$ cat src/rtl/lu_pkg.sv
package lu_pkg;
  localparam int unsigned REG_AW = 5;
  localparam int unsigned NSRC   = 2;

  typedef struct packed {
    logic ifid_we;
    logic pc_hold;
    logic bubble;
  } stall_ctrl_t;

  localparam stall_ctrl_t RUN_CTRL   = '{ifid_we: 1'b1, pc_hold: 1'b0, bubble: 1'b0};
  localparam stall_ctrl_t STALL_CTRL = '{ifid_we: 1'b0, pc_hold: 1'b1, bubble: 1'b1};
endpackage

$ cat src/rtl/lu_src_cmp.sv
module lu_src_cmp #(
  parameter int unsigned AW         = lu_pkg::REG_AW,
  parameter bit          ZERO_FIXED = 1'b1
) (
  input  logic [AW-1:0] dst_i,
  input  logic [AW-1:0] src_i,
  output logic          hit_o
);
  logic dst_live;

  generate
    if (ZERO_FIXED) begin : g_zero_fixed
      assign dst_live = |dst_i;
    end else begin : g_zero_plain
      assign dst_live = 1'b1;
    end
  endgenerate

  assign hit_o = dst_live && (dst_i == src_i);
endmodule

$ cat src/rtl/lu_stall_drv.sv
module lu_stall_drv (
  input  logic                hazard_i,
  output lu_pkg::stall_ctrl_t ctrl_o
);
  always_comb begin
    ctrl_o = lu_pkg::RUN_CTRL;
    if (hazard_i) ctrl_o = lu_pkg::STALL_CTRL;
  end
endmodule

$ cat src/rtl/load_use_stall.sv
module load_use_stall #(
  parameter int unsigned AW         = lu_pkg::REG_AW,
  parameter bit          ZERO_FIXED = 1'b1
) (
  input  logic          ex_mem_rd_i,
  input  logic [AW-1:0] ex_dst_i,
  input  logic [AW-1:0] id_src_a_i,
  input  logic [AW-1:0] id_src_b_i,
  output logic          ifid_we_o,
  output logic          pc_hold_o,
  output logic          bubble_o
);
  localparam int unsigned NSRC = lu_pkg::NSRC;

  logic [AW-1:0]   src_vec [NSRC];
  logic [NSRC-1:0] src_hit;
  logic            hazard;
  lu_pkg::stall_ctrl_t ctrl;

  assign src_vec[0] = id_src_a_i;
  assign src_vec[1] = id_src_b_i;

  for (genvar i = 0; i < NSRC; i++) begin : g_cmp
    lu_src_cmp #(.AW(AW), .ZERO_FIXED(ZERO_FIXED)) u_cmp (
      .dst_i (ex_dst_i),
      .src_i (src_vec[i]),
      .hit_o (src_hit[i])
    );
  end

  // only a load can cause a stall; a match on any source is enough
  assign hazard = ex_mem_rd_i && (|src_hit);

  lu_stall_drv u_drv (
    .hazard_i (hazard),
    .ctrl_o   (ctrl)
  );

  assign ifid_we_o = ctrl.ifid_we;
  assign pc_hold_o = ctrl.pc_hold;
  assign bubble_o  = ctrl.bubble;
endmodule

$ cat config.mk
export PLATFORM = sky130hd
export DESIGN_NAME = load_use_stall
export DESIGN_NICKNAME = d
export VERILOG_FILES = /design/src/rtl/lu_pkg.sv /design/src/rtl/lu_src_cmp.sv /design/src/rtl/lu_stall_drv.sv /design/src/rtl/load_use_stall.sv
export SDC_FILE = /design/constraint.sdc
export NUM_CORES = 1
export LEC_CHECK = 0
export BUFFER_PORTS_ARGS = -buffer_cell sky130_fd_sc_hd__buf_4
export CAP_MARGIN = 20
export CORE_AREA = 4 4 41 43
export DETAILED_ROUTE_END_ITERATION = 16
export DIE_AREA = 0 0 45 47
export PLACE_DENSITY = 0.36
export SLEW_MARGIN = 20
export SYNTH_ARGS = -nofsm -noshare
export SYNTH_HDL_FRONTEND = slang
export SYNTH_HIERARCHICAL = 1
export SYNTH_SLANG_ARGS = --single-unit
$ cat constraint.sdc
create_clock -name vclk -period 1.42
set_clock_uncertainty 0.2 [all_clocks]
set_input_delay 0.071 -clock vclk [all_inputs]
set_output_delay 0.071 -clock vclk [all_outputs]
set_load 0.01 [all_outputs]
==> results.tsv <==
stage	metric	value	unit
outcome	status	finished, final reports clean	
route	vias per cell	4.037	
setup_path	worst-path cell chain	buf_4, o41ai_2, a21oi_1, o21a_1, inv_1, buf_4	
timing	setup ws final	0.1401	ns
timing	Final Slew Violations	0	
cells_and_area	share of cells above drive strength 1	53.85	%
route	Detail Route Antenna Nets	0	
power	Sw Share	38.30	%
placed_design	Post-Place Worst Slack	0.1283	ns
route	met3 WL	107	um
cells_and_area	register area	0	um2
power	Worst VDD drop	0.09498	mV
synthesis	sequential-to-total area share from yosys stat	0	%
cells_and_area	fin area	312.8	um2
power	internal power	51.96	uW
timing	max_slew headroom	85.33	%
synthesis	top cells by area, synth	xnor2_1 42%, o41ai_2 20%, buf_4 9.0%	
synthesis	Mapped Cells	22	
synthesis	Syn. warnings	6	
setup_path	Worst EP arrival	1.01	ns
setup_path	crit end category	output pin	
synthesis	top-count cell post-synth	xnor2_1	
cells_and_area	Non-Filler Instances	54	
floorplanning	row count	13	
placed_design	dpl cell area	312.8	um2
power	part of the power in registers	0	%
placed_design	Placed Cells incl. Taps	54	
setup_path	crit-path max FO	4	
route	DRC viols	0	
grt	largest net degree at the start of global routing	5	
cts	hold buffer count at cts	0	
timing	hold_ws	0.2982	ns
cells_and_area	diode count	0	
timing	Fin. Hold Viols	0	
power	power share of the combinational group	100.0	%
cells_and_area	Final Net Count	57	
setup_path	Crit-path slowest cell	o41ai_2	
cells_and_area	fill count	149	
setup_path	critical path data required time	1.15	ns
timing	setup TNS	0	ns
job	max-cap violation count	0	
grt	initial antenna violation count	0	
route	Max Used Layer	met3	
grt	GRT Resource Usage Total	5.744	%
timing	Worst-Margin Slew	0.2177	ns
route	met2 wire len	182	um
grt	gr ovfl total	0	
synthesis	Yosys top cell area share	42.11	%
route	Avg WL per Cell	10.83	um
cells_and_area	Layout area overhead	87.97	%
synthesis	Avg Inst Size Synth	7.564	um2
floorplanning	DIE WIDTH	45	um
cells_and_area	clkbuf count	0	
floorplanning	Die Y	47	um
power	clock group share of total power	0	%
timing	period utilisation layout	90.14	%
route	DR iter-0 viols	5	
route	Total Wirelength	585	um
grt	vias in the first global route	223	
floorplanning	core area	1301	um2
power	Power per Cell Area	269.3	nW/um2
synthesis	cell taking the most area after synthesis	xnor2_1	
grt	global-route wire length before repair	931	um
power	NetSw	32.26	uW
floorplanning	initial core utilization	12.79	%
setup_path	Crit path largest cell delay	0.31	ns
floorplanning	I/O Pins	19	
route	Vias	218	
timing	fmax	0.7813	GHz
floorplanning	Die Area	2115	um2
timing	Final setup viols	0	
timing	RSZ-0062 raised after global routing	no	
cells_and_area	seq_cells	0	
cts	Gates resized, CTS repair	0	
timing	post-layout min period	1.280	ns
setup_path	WS Path Type	in2out	
synthesis	Synth cell types	9	
placed_design	GP Congestion	0.8375	
cts	Post-CTS Setup Repair Bufs	0	
placed_design	I/O Buffers	19	
synthesis	Cell Area, Synth	166.4	um2
synthesis	syn_nets	38	
power	Static Leakage	0.0001293	uW
setup_path	Startpoint Class	primary input	
setup_path	Most common cell on crit path	buf_4	
route	drt first pass iters	4	
route	wl on met1	295	um
worst_hold_path	worst hold path type	in2out	
==> path summary, 6_finish.rpt <==
check	startpoint	slack (ns)	depth (start not counted)	end
worst max-delay path	ex_dst_i[0]	0.14	6	ifid_we_o
worst min-delay path	ex_mem_rd_i	0.30	3	bubble_o
==> through the flow <==
step,util (%),total power [uW]
detailed placement,24.04,85.10
finish,24.04,84.23
global route,24.04,93.18
floorplan,-,33.61
CTS,24.04,85.49
global placement,24.04,83.66
==> power by group through the flow <==
stage	sequential [uW]	clock, uW	combinational, uW
after floorplan	0	0	33.6
after global placement	0	0	83.7
after CTS	0	0	85.5
after detailed placement	0	0	85.1
after global routing	0	0	93.2
final	0	0	84.2
==> layer usage <==
metal / GRT usage (%) / up-vias
met3: 1.149 / 0
met2: 7.910 / 19
li1: - / 110
met1: 9.438 / 89
met4: 0 / 0
met5: 0 / -
==> cells in the final DEF (no fill, tap or decap) <==
cell / count
nand4_1: 2
xnor2_1: 8
buf_4: 19
o21a_1: 1
nor2_1: 2
a21oi_1: 2
o41ai_2: 2
nand2_1: 2
inv_1: 1
==> worst max-delay path, delay by kind of cell <==
family	cells	cell delay, ns
AO/OA/AOI/OAI	3	0.63
buffers and inverters	3	0.30
==> area by class of cell <==
type / count / area (um2) / area share, %
Tap cell: 15 / 18.77 / 6.000
Multi-Input combinational cell: 19 / 147.6 / 47.20
Timing Repair Buffer: 19 / 142.6 / 45.60
Inverter: 1 / 3.754 / 1.200
==> kinds of logic (layout without fill, tap and decap cells) <==
logic type	count (synthesis)	after routing	share of synthesized area, %
AO/OA/AOI/OAI	5	5	30.08
XOR/XNOR	8	8	42.11
buffers and inverters	3	20	11.27
AND/OR/NAND/NOR	6	6	16.54
Note: power is estimated with default switching activity, not from simulation.
